`config.mk`:
```
export PLATFORM = sky130hd
export DESIGN_NAME = hz_tile_cull
export DESIGN_NICKNAME = d
export VERILOG_FILES = /design/src/rtl/hz_pkg.sv /design/src/rtl/hz_max_tree.sv /design/src/rtl/hz_coarse_store.sv /design/src/rtl/hz_query_ctrl.sv /design/src/rtl/hz_tile_cull.sv
export SDC_FILE = /design/constraint.sdc
export NUM_CORES = 2
export LEC_CHECK = 0
export BUFFER_PORTS_ARGS = -buffer_cell sky130_fd_sc_hd__buf_2
export CAP_MARGIN = 20
export CORE_MARGIN = 2
export CORE_UTILIZATION = 45
export CTS_BUF_LIST = sky130_fd_sc_hd__clkbuf_16
export DETAILED_ROUTE_END_ITERATION = 16
export HOLD_SLACK_MARGIN = 0.02
export PLACE_DENSITY = 0.58
export REMOVE_ABC_BUFFERS = 1
export SLEW_MARGIN = 5
export SYNTH_ARGS = -nofsm -noshare
export SYNTH_HDL_FRONTEND = slang
export SYNTH_SLANG_ARGS = --single-unit
```
`constraint.sdc`:
```
create_clock -name clk -period 6.4 [get_ports clk]
set_input_delay 1.28 -clock clk [delete_from_list [all_inputs] [get_ports clk]]
set_output_delay 1.28 -clock clk [all_outputs]
set_load 0.01 [all_outputs]
```
`src/rtl/hz_pkg.sv`:
```
package hz_pkg;
  localparam int HZ_DEPTH_W = 24;
  typedef logic [HZ_DEPTH_W-1:0] depth_t;
  localparam depth_t HZ_FAR = '1;

  // farther of two depths (larger value is farther)
  function automatic depth_t hz_farther(input depth_t a, input depth_t b);
    return (a > b) ? a : b;
  endfunction

  // whole block hidden when its nearest point lies behind the stored farthest point
  function automatic logic hz_hidden(input depth_t blk_min, input depth_t stored_far);
    return blk_min > stored_far;
  endfunction
endpackage

```
`src/rtl/hz_max_tree.sv`:
```
module hz_max_tree
  import hz_pkg::*;
#(
  parameter int LANES = 16,
  parameter int IDX_W = 6,
  localparam int LVLS = $clog2(LANES),
  localparam int DW   = HZ_DEPTH_W
) (
  input  logic                  clk,
  input  logic                  rst_n,
  input  logic                  flush,
  input  logic                  in_valid,
  input  logic [IDX_W-1:0]      in_tile,
  input  logic [LANES*DW-1:0]   in_depths,
  output logic [LVLS-1:0]       stage_v,
  output logic [LVLS*IDX_W-1:0] stage_t,
  output logic                  out_valid,
  output logic [IDX_W-1:0]      out_tile,
  output depth_t                out_depth
);
  for (genvar l = 0; l < LVLS; l++) begin : g_lvl
    localparam int CNT = LANES >> (l + 1);
    depth_t           src [2*CNT];
    logic             src_v;
    logic [IDX_W-1:0] src_t;
    depth_t           d_q [CNT];
    logic             v_q;
    logic [IDX_W-1:0] t_q;

    if (l == 0) begin : g_src_in
      always_comb begin
        for (int i = 0; i < 2*CNT; i++) src[i] = in_depths[i*DW +: DW];
        src_v = in_valid;
        src_t = in_tile;
      end
    end else begin : g_src_prev
      always_comb begin
        for (int i = 0; i < 2*CNT; i++) src[i] = g_lvl[l-1].d_q[i];
        src_v = g_lvl[l-1].v_q;
        src_t = g_lvl[l-1].t_q;
      end
    end

    always_ff @(posedge clk or negedge rst_n) begin
      if (!rst_n)     v_q <= 1'b0;
      else if (flush) v_q <= 1'b0;
      else            v_q <= src_v;
    end

    always_ff @(posedge clk) begin
      t_q <= src_t;
      for (int i = 0; i < CNT; i++) d_q[i] <= hz_farther(src[2*i], src[2*i+1]);
    end

    assign stage_v[l]               = v_q;
    assign stage_t[l*IDX_W +: IDX_W] = t_q;
  end

  assign out_valid = g_lvl[LVLS-1].v_q;
  assign out_tile  = g_lvl[LVLS-1].t_q;
  assign out_depth = g_lvl[LVLS-1].d_q[0];
endmodule

```
`src/rtl/hz_coarse_store.sv`:
```
module hz_coarse_store
  import hz_pkg::*;
#(
  parameter int ENTRIES = 64,
  localparam int IDX_W = $clog2(ENTRIES)
) (
  input  logic             clk,
  input  logic             rst_n,
  input  logic             clear,
  input  logic             wr_en,
  input  logic [IDX_W-1:0] wr_idx,
  input  depth_t           wr_data,
  input  logic [IDX_W-1:0] rd_idx,
  output depth_t           rd_data
);
  depth_t ent_q [ENTRIES];

  always_ff @(posedge clk or negedge rst_n) begin
    if (!rst_n) begin
      for (int i = 0; i < ENTRIES; i++) ent_q[i] <= HZ_FAR;
    end else if (clear) begin
      for (int i = 0; i < ENTRIES; i++) ent_q[i] <= HZ_FAR;
    end else if (wr_en) begin
      ent_q[wr_idx] <= wr_data;
    end
  end

  assign rd_data = ent_q[rd_idx];
endmodule

```
`src/rtl/hz_query_ctrl.sv`:
```
module hz_query_ctrl
  import hz_pkg::*;
#(
  parameter int IDX_W = 6,
  parameter int STAGES = 4
) (
  input  logic                    clk,
  input  logic                    rst_n,
  input  logic                    clear,
  input  logic                    qry_valid,
  input  logic [IDX_W-1:0]        qry_tile,
  input  depth_t                  qry_min_depth,
  input  depth_t                  stored_far,
  input  logic                    upd_valid,
  input  logic [IDX_W-1:0]        upd_tile,
  input  logic [STAGES-1:0]       stage_v,
  input  logic [STAGES*IDX_W-1:0] stage_t,
  output logic                    hazard,
  output logic                    qry_ready,
  output logic                    res_valid,
  output logic                    res_reject,
  output logic [IDX_W-1:0]        res_tile
);
  logic [STAGES-1:0] stage_hit;
  logic              entry_hit;
  logic              accept;

  for (genvar s = 0; s < STAGES; s++) begin : g_hit
    assign stage_hit[s] = stage_v[s] && (stage_t[s*IDX_W +: IDX_W] == qry_tile);
  end

  assign entry_hit = upd_valid && (upd_tile == qry_tile);
  assign hazard    = entry_hit || (|stage_hit);
  assign qry_ready = !clear && !hazard;
  assign accept    = qry_valid && qry_ready;

  always_ff @(posedge clk or negedge rst_n) begin
    if (!rst_n) begin
      res_valid  <= 1'b0;
      res_reject <= 1'b0;
      res_tile   <= '0;
    end else begin
      res_valid <= accept;
      if (accept) begin
        res_reject <= hz_hidden(qry_min_depth, stored_far);
        res_tile   <= qry_tile;
      end
    end
  end
endmodule

```
`src/rtl/hz_tile_cull.sv`:
```
module hz_tile_cull
  import hz_pkg::*;
#(
  parameter int TILES = 64,
  parameter int LANES = 16,
  localparam int IDX_W = $clog2(TILES),
  localparam int LVLS  = $clog2(LANES),
  localparam int DW    = HZ_DEPTH_W
) (
  input  logic                clk,
  input  logic                rst_n,
  input  logic                clear,
  input  logic                upd_valid,
  input  logic [IDX_W-1:0]    upd_tile,
  input  logic [LANES*DW-1:0] upd_depths,
  input  logic                qry_valid,
  input  logic [IDX_W-1:0]    qry_tile,
  input  logic [DW-1:0]       qry_min_depth,
  output logic                qry_ready,
  output logic                res_valid,
  output logic                res_reject,
  output logic [IDX_W-1:0]    res_tile
);
  logic [LVLS-1:0]       stage_v;
  logic [LVLS*IDX_W-1:0] stage_t;
  logic                  wr_en;
  logic [IDX_W-1:0]      wr_tile;
  depth_t                wr_depth;
  depth_t                stored_far;
  logic                  hazard;

  hz_max_tree #(.LANES(LANES), .IDX_W(IDX_W)) u_tree (
    .clk(clk), .rst_n(rst_n), .flush(clear),
    .in_valid(upd_valid), .in_tile(upd_tile), .in_depths(upd_depths),
    .stage_v(stage_v), .stage_t(stage_t),
    .out_valid(wr_en), .out_tile(wr_tile), .out_depth(wr_depth)
  );

  hz_coarse_store #(.ENTRIES(TILES)) u_store (
    .clk(clk), .rst_n(rst_n), .clear(clear),
    .wr_en(wr_en), .wr_idx(wr_tile), .wr_data(wr_depth),
    .rd_idx(qry_tile), .rd_data(stored_far)
  );

  hz_query_ctrl #(.IDX_W(IDX_W), .STAGES(LVLS)) u_qry (
    .clk(clk), .rst_n(rst_n), .clear(clear),
    .qry_valid(qry_valid), .qry_tile(qry_tile), .qry_min_depth(qry_min_depth),
    .stored_far(stored_far),
    .upd_valid(upd_valid), .upd_tile(upd_tile),
    .stage_v(stage_v), .stage_t(stage_t),
    .hazard(hazard), .qry_ready(qry_ready),
    .res_valid(res_valid), .res_reject(res_reject), .res_tile(res_tile)
  );
endmodule

```
After elaboration in Yosys (flattened, before gate mapping)

Memory sizes are Yosys's and may differ from the RTL's.
Cells that the tools add are included.

Register bits: 1572
Latch bits: 0
RAM bits: 360
Bits in read-only memories: 0
Input bits: 425
Output and inout port bits: 9
Word-level logic and storage cells: 145
Memories kept: 4

Memory list:

| name                | depth | bits a word | read ports | clocked after Yosys merged registers in | wr ports | line              | RTL |
|---|---|---|---|---|---|---|---|
| u_tree.g_lvl[0].d_q | 8     | 24          | 8          | 0                                       | 8        | hz_max_tree.sv:26 | `depth_t d_q [CNT];` |
| u_tree.g_lvl[1].d_q | 4     | 24          | 4          | 0                                       | 4        | hz_max_tree.sv:26 |  |
| u_tree.g_lvl[2].d_q | 2     | 24          | 2          | 0                                       | 2        | hz_max_tree.sv:26 |  |
| u_tree.g_lvl[3].d_q | 1     | 24          | 1          | 0                                       | 1        | hz_max_tree.sv:26 |  |

$add $sub $neg: 0
Multiply operators: 0
Div/mod/pow operators: 0
Magnitude comparators: 19
Equality and inequality tests: 5
Shift-type cells: 0
Muxes and demuxes: 27
Bitwise logic cells: 2
Reductions and logical operators: 13

Operators by type and width:

| operator                                                   | count |
|---|---|
| two-way mux 1536 bit                                       | 2 |
| bitwise mux 1536 bit                                       | 1 |
| two-way mux 24 bit                                         | 18 |
| greater-than comparator 24 bit                             | 16 |
| binary-select mux 24 bit (select 6 bit)                    | 1 |
| demux 24 bit (select 6 bit)                                | 1 |
| equality test 6 bit                                        | 5 |
| >= comparator 7 bit, second input constant                 | 2 |
| inverter 6 -> 7 bit                                        | 2 |
| logical AND 1 bit                                          | 8 |
| less-than comparator 7 x 1 -> 1 bit, second input constant | 1 |
| two-way mux 1 bit                                          | 4 |
| OR reduction 4 bit                                         | 1 |
| zero test 1 bit                                            | 2 |
| nonzero test 2 bit                                         | 1 |
| logical OR 1 bit                                           | 1 |

Depth between registers and ports, before layout

Word-level depth: 8
Gate-level depth with buffers: 17

Modules after synthesis

A second synthesis with hierarchy kept.

Cells, all modules: 9657
Area, all modules: 102358.2 um^2

By module, submodules not included:

| module          | instances | cells an instance | area each (um^2) |
|---|---|---|---|
| hz_coarse_store | 1         | 7442              | 79573.8 |
| hz_max_tree     | 1         | 2064              | 21475.6 |
| hz_query_ctrl   | 1         | 151               | 1308.8 |

Worst setup path after synthesis

Ideal clock, no wire load.

Path kind: input to register
Start point: in qry_tile[2]
End point: reg u_qry.res_reject
Setup time: 126 ps
Arrival time: 4294 ps
Slack: 1981 ps
Stages: 13
Path through: buf_2 buf_1 buf_1 mux4_2 mux4_2 a221oi_2 ha_1 and2_1 a221o_1 nand2_1 o311ai_0 a211oi_1 o2bb2ai_1

Word-level cells in the longest chain between the ends: 7

RTL lines:

| element                                                                                | line                | RTL |
|---|---|---|
| start, declared                                                                        | hz_tile_cull.sv:17  | `input logic [IDX_W-1:0] qry_tile,` |
| parallel branches: the longest is 7 deep, another holds greater-than comparator 24 bit | --                  |  |
| end signal, assigned                                                                   | hz_query_ctrl.sv:45 | `res_reject <= hz_hidden(qry_min_depth, stored_far);` |
| end, declared                                                                          | hz_query_ctrl.sv:21 | `output logic res_reject,` |

Parallel ways; which one is timed is not known. The select of a mux whose other input is x is not followed.
A chain may end at the register's enable or synchronous reset.

Worst setup path in the final report

Start point: in qry_tile[4]
End point: out qry_ready

Word-level cells in the longest chain between the ends: 6

RTL lines:

| element               | line                | RTL |
|---|---|---|
| equality test 6 bit   | hz_query_ctrl.sv:29 | `assign stage_hit[s] = stage_v[s] && (stage_t[s*IDX_W +: IDX_W] == qry_tile);` |
| logical AND 1 bit     | hz_query_ctrl.sv:29 |  |
| OR reduction 4 bit    | hz_query_ctrl.sv:33 | `assign hazard = entry_hit \|\| (\|stage_hit);` |
| logical OR 1 bit (*)  | hz_query_ctrl.sv:33 |  |
| zero test 1 bit (*)   | hz_query_ctrl.sv:34 | `assign qry_ready = !clear && !hazard;` |
| logical AND 1 bit (*) | hz_query_ctrl.sv:34 |  |
| end, declared         | hz_tile_cull.sv:19  | `output logic qry_ready,` |

Mark *: on every way between the ends. The rest lies on a longest branch, timed or not.

==> results.md <==
* Final worst path period share at 0.713
* Num CTS Buffers at 208
* FF+latch area at just under 50000 sq um
* Cell taking the most area after synthesis: dfstp_2
* Initial Util at 0.454
* I/O Buffers at 433
* IO Count at around 430
* CP top delay family: buffers and inverters
* Dpl hpwl at 206000 um
* Fill cells at roughly 19000
* WP depth at 8
* R2R depth at 8
* Most frequent cell after synthesis: dfstp_2
* M1 wire length at 131000 um
* CP dominant cell by count: buf_4
* Buf+Inv Stages, Crit Path at 4
* Achievable frequency at about 220 MHz
* CTS tree: built
* Final Critical Period at around 4600 ps
* P_leak at approximately 42 nW
* Slew headroom at 0.171
* Row count at between 150 and 200
* Area of the multi-input gates at 44100 sq um
* Clock sink count at approximately 1900
* Worst setup SP type: input pin
* Chip height at approximately 470 um
* Final Routed Wirelength at 314000 um
* CP Class: input pin to output port
* Hold path depth at 0
* Area Growth Syn to Fin at 12.5%
* Tot GR Track Use at 0.287
* CP Data Required Time at 5120 ps
* Sequential share of the synthesized area at 0.501
* Initial DRC count at 6479
* Skew-Pair Late Insertion Delay at 880 ps
* DR WL met3 at around 22000 um
* Routed WL per cell at about 27 um
* Max_cap viols at 0
* Tightest Pin Transition at about 1200 ps
* Status: finished, final reports clean
* Reg clk slew, reported paths at about 60 ps
* First-pass GRT wire length at 466000 um
* Post-synthesis async set-or-reset flop share at 0.801
* CTS H-tree depth at 4
* Clk root buf: clkbuf_16
* Most common library cells after synthesis: dfstp_2 (1536), a21oi_1 (887), nor2_1 (835)
* Resize count post-CTS at 0
* Cell Area, Synth at between 90000 and 100000 sq um
* GRT overflow at 0
* Largest cells by area after synthesis: dfstp_2 (42%), mux4_2 (10%), dfxtp_1 (8.0%)
* Final core occ at 0.510
* RSZ-0062 raised after global routing: no
* Total number of vias at 68732
* Avg Synthesized Cell Area at ~11 sq um
* Nets at between 9000 and 10000
* Worst Hold Class: flop to flop
* Post-synth EDFFs at 0
* Number of global-route vias before repair at about 70000
* Worst Path Arrival at ~3300 ps
* Yosys cell types at 61
* CP Cell Sequence: buf_4, buf_4, xor2_1, nor3_1, a41o_1, nor4_2, buf_4, buf_2
* Max Slew Vio Count at 0
* DR pass1 iterations at 6
* Routed length on met2 at between 100000 and 150000 um
* Post-cts hold buffer count at 0
* Layout cell share with drive strength beyond 1 at 0.386
* Post-route DRC at 0
* GPL Wtd Cong at slightly above 0.9
* Total power at about 36 mW
* Core area at 213000 sq um
* Vias per cell at 5.90
* PD cells at around 330 nW/um^2
* Die Span X at between 400 and 500 um
* Top routing layer in use: met5
* Synth Instances at between 8000 and 9000
* CP endpoint kind: output port
* Fin Hold WS at 365 ps
* Slowest CP cell: buf_4
* Longest Clk Path Bufs at 3
* Post-CTS Setup Bufs at 0
* Top FF cell, synth: dfstp_2
* Antenna Nets Post-Route at 0
* Final-report setup violation count at 0
* Final Hold Fails at 0
* Total negative setup slack at 0 ps
* Final Skew at approximately 40 ps
* Yosys Warn Count at 0
* Crit path max fanout at 23
* Initial antenna violation count at 16
* Largest net degree at the start of global routing at about 190
* Peak VDD IR at 0.000268 V
* DIE AREA at roughly 220000 sq um
* Synth Register Bits at roughly 1900
* Crit-path max cell delay at 440 ps
* Yosys top cell area share at 0.419
==> placed cells by master, fill, tap and decap left out, types with 173 or more instances in the layout <==
cell | netlist | layout
nor2b_1 | 640 | 640
a21oi_1 | 887 | 887
mux4_2 | 443 | 443
dfxtp_1 | 384 | 368
ha_1 | 384 | 384
inv_1 | 368 | 425
buf_4 | 30 | 173
nor2_1 | 835 | 786
dfstp_2 | 1536 | 1536
mux2_2 | 379 | 379
clkbuf_16 | 0 | 210
nand2_1 | 498 | 494
buf_2 | 112 | 427
nand3b_1 | 199 | 199
a211o_1 | 604 | 604
==> final cells by class <==
type                    count  share of cell area
multi-input cells        5485               0.407
well taps                2821              0.0326
diodes                      9            0.000208
inverters                 368              0.0127
clock inverters           181              0.0122
repair buffers            653              0.0412
flip-flops and latches   1932               0.446
clock buffers             210              0.0485
==> stage by stage <==
step	worst slack (ps)	instances	instance area, sq um
after global routing	1680	11651	108000
after CTS	1830	11641	108000
after detailed placement	1140	11250	102000
after global placement	1180	11243	102000
after floorplan	1780	7785	93400
final	1830	11659	108000
==> worst reg2reg max path, cell delays in order (launching register included) <==
cell      delay [ps]
dfrtp_1          580
nand2b_1         160
nor3_1           730
buf_4            320
nand2_1          270
nand2b_1         920
buf_4            480
nor2_1            80
a21oi_1          140
==> kinds of logic after synthesis <==
kind of cell | Yosys count | synth area share
DFF | 1932 | 0.501
and+or+nand+nor | 2438 | 0.126
muxes | 859 | 0.152
adders and majority gates | 384 | 0.0498
xor gates and xnor gates | 30 | 0.00273
AOI/OAI and AO/OA | 1774 | 0.123
buffers and inverters | 1099 | 0.0460
==> power breakdown <==
| group | switching, mW | internal, mW | leakage [nW] | total, mW |
|---|---|---|---|---|
| logic | 5.05 | 3.04 | 19.0 | 8.08 |
| clock network | 5.14 | 6.65 | 3.41 | 11.8 |
| registers | 1.19 | 14.9 | 19.6 | 16.0 |
==> registers in the layout (all words and copies together) (netlist names) <==
signal / flops
u_tree.out_valid: 1
u_tree.g_lvl.d_q: 360
u_qry.res_valid: 1
u_tree.g_lvl.t_q: 18
u_tree.out_tile: 6
u_store.ent_q: 1536
u_tree.g_lvl.v_q: 3
u_qry.res_tile: 6
u_qry.res_reject: 1
==> per-layer routing <==
metal	global-route usage	up-vias
met5	0	-
met1	0.383	35116
met3	0.0512	537
li1	-	30458
met4	0.116	8
met2	0.462	2613
==> worst paths after layout <==
kind	from	to	slack [ps]
max	qry_tile[4]	qry_ready	1830
min	u_tree.g_lvl[2].t_q[5]	u_tree.out_tile[5]	370
max reg2reg	u_tree.out_valid	u_store.ent_q[362]	2640
min reg2reg	u_tree.g_lvl[2].t_q[5]	u_tree.out_tile[5]	370
max in group asynchronous	rst_n	u_store.ent_q[1323]	4380
min in group asynchronous	rst_n	u_store.ent_q[198]	790
Power figures use the tool's default switching activity.
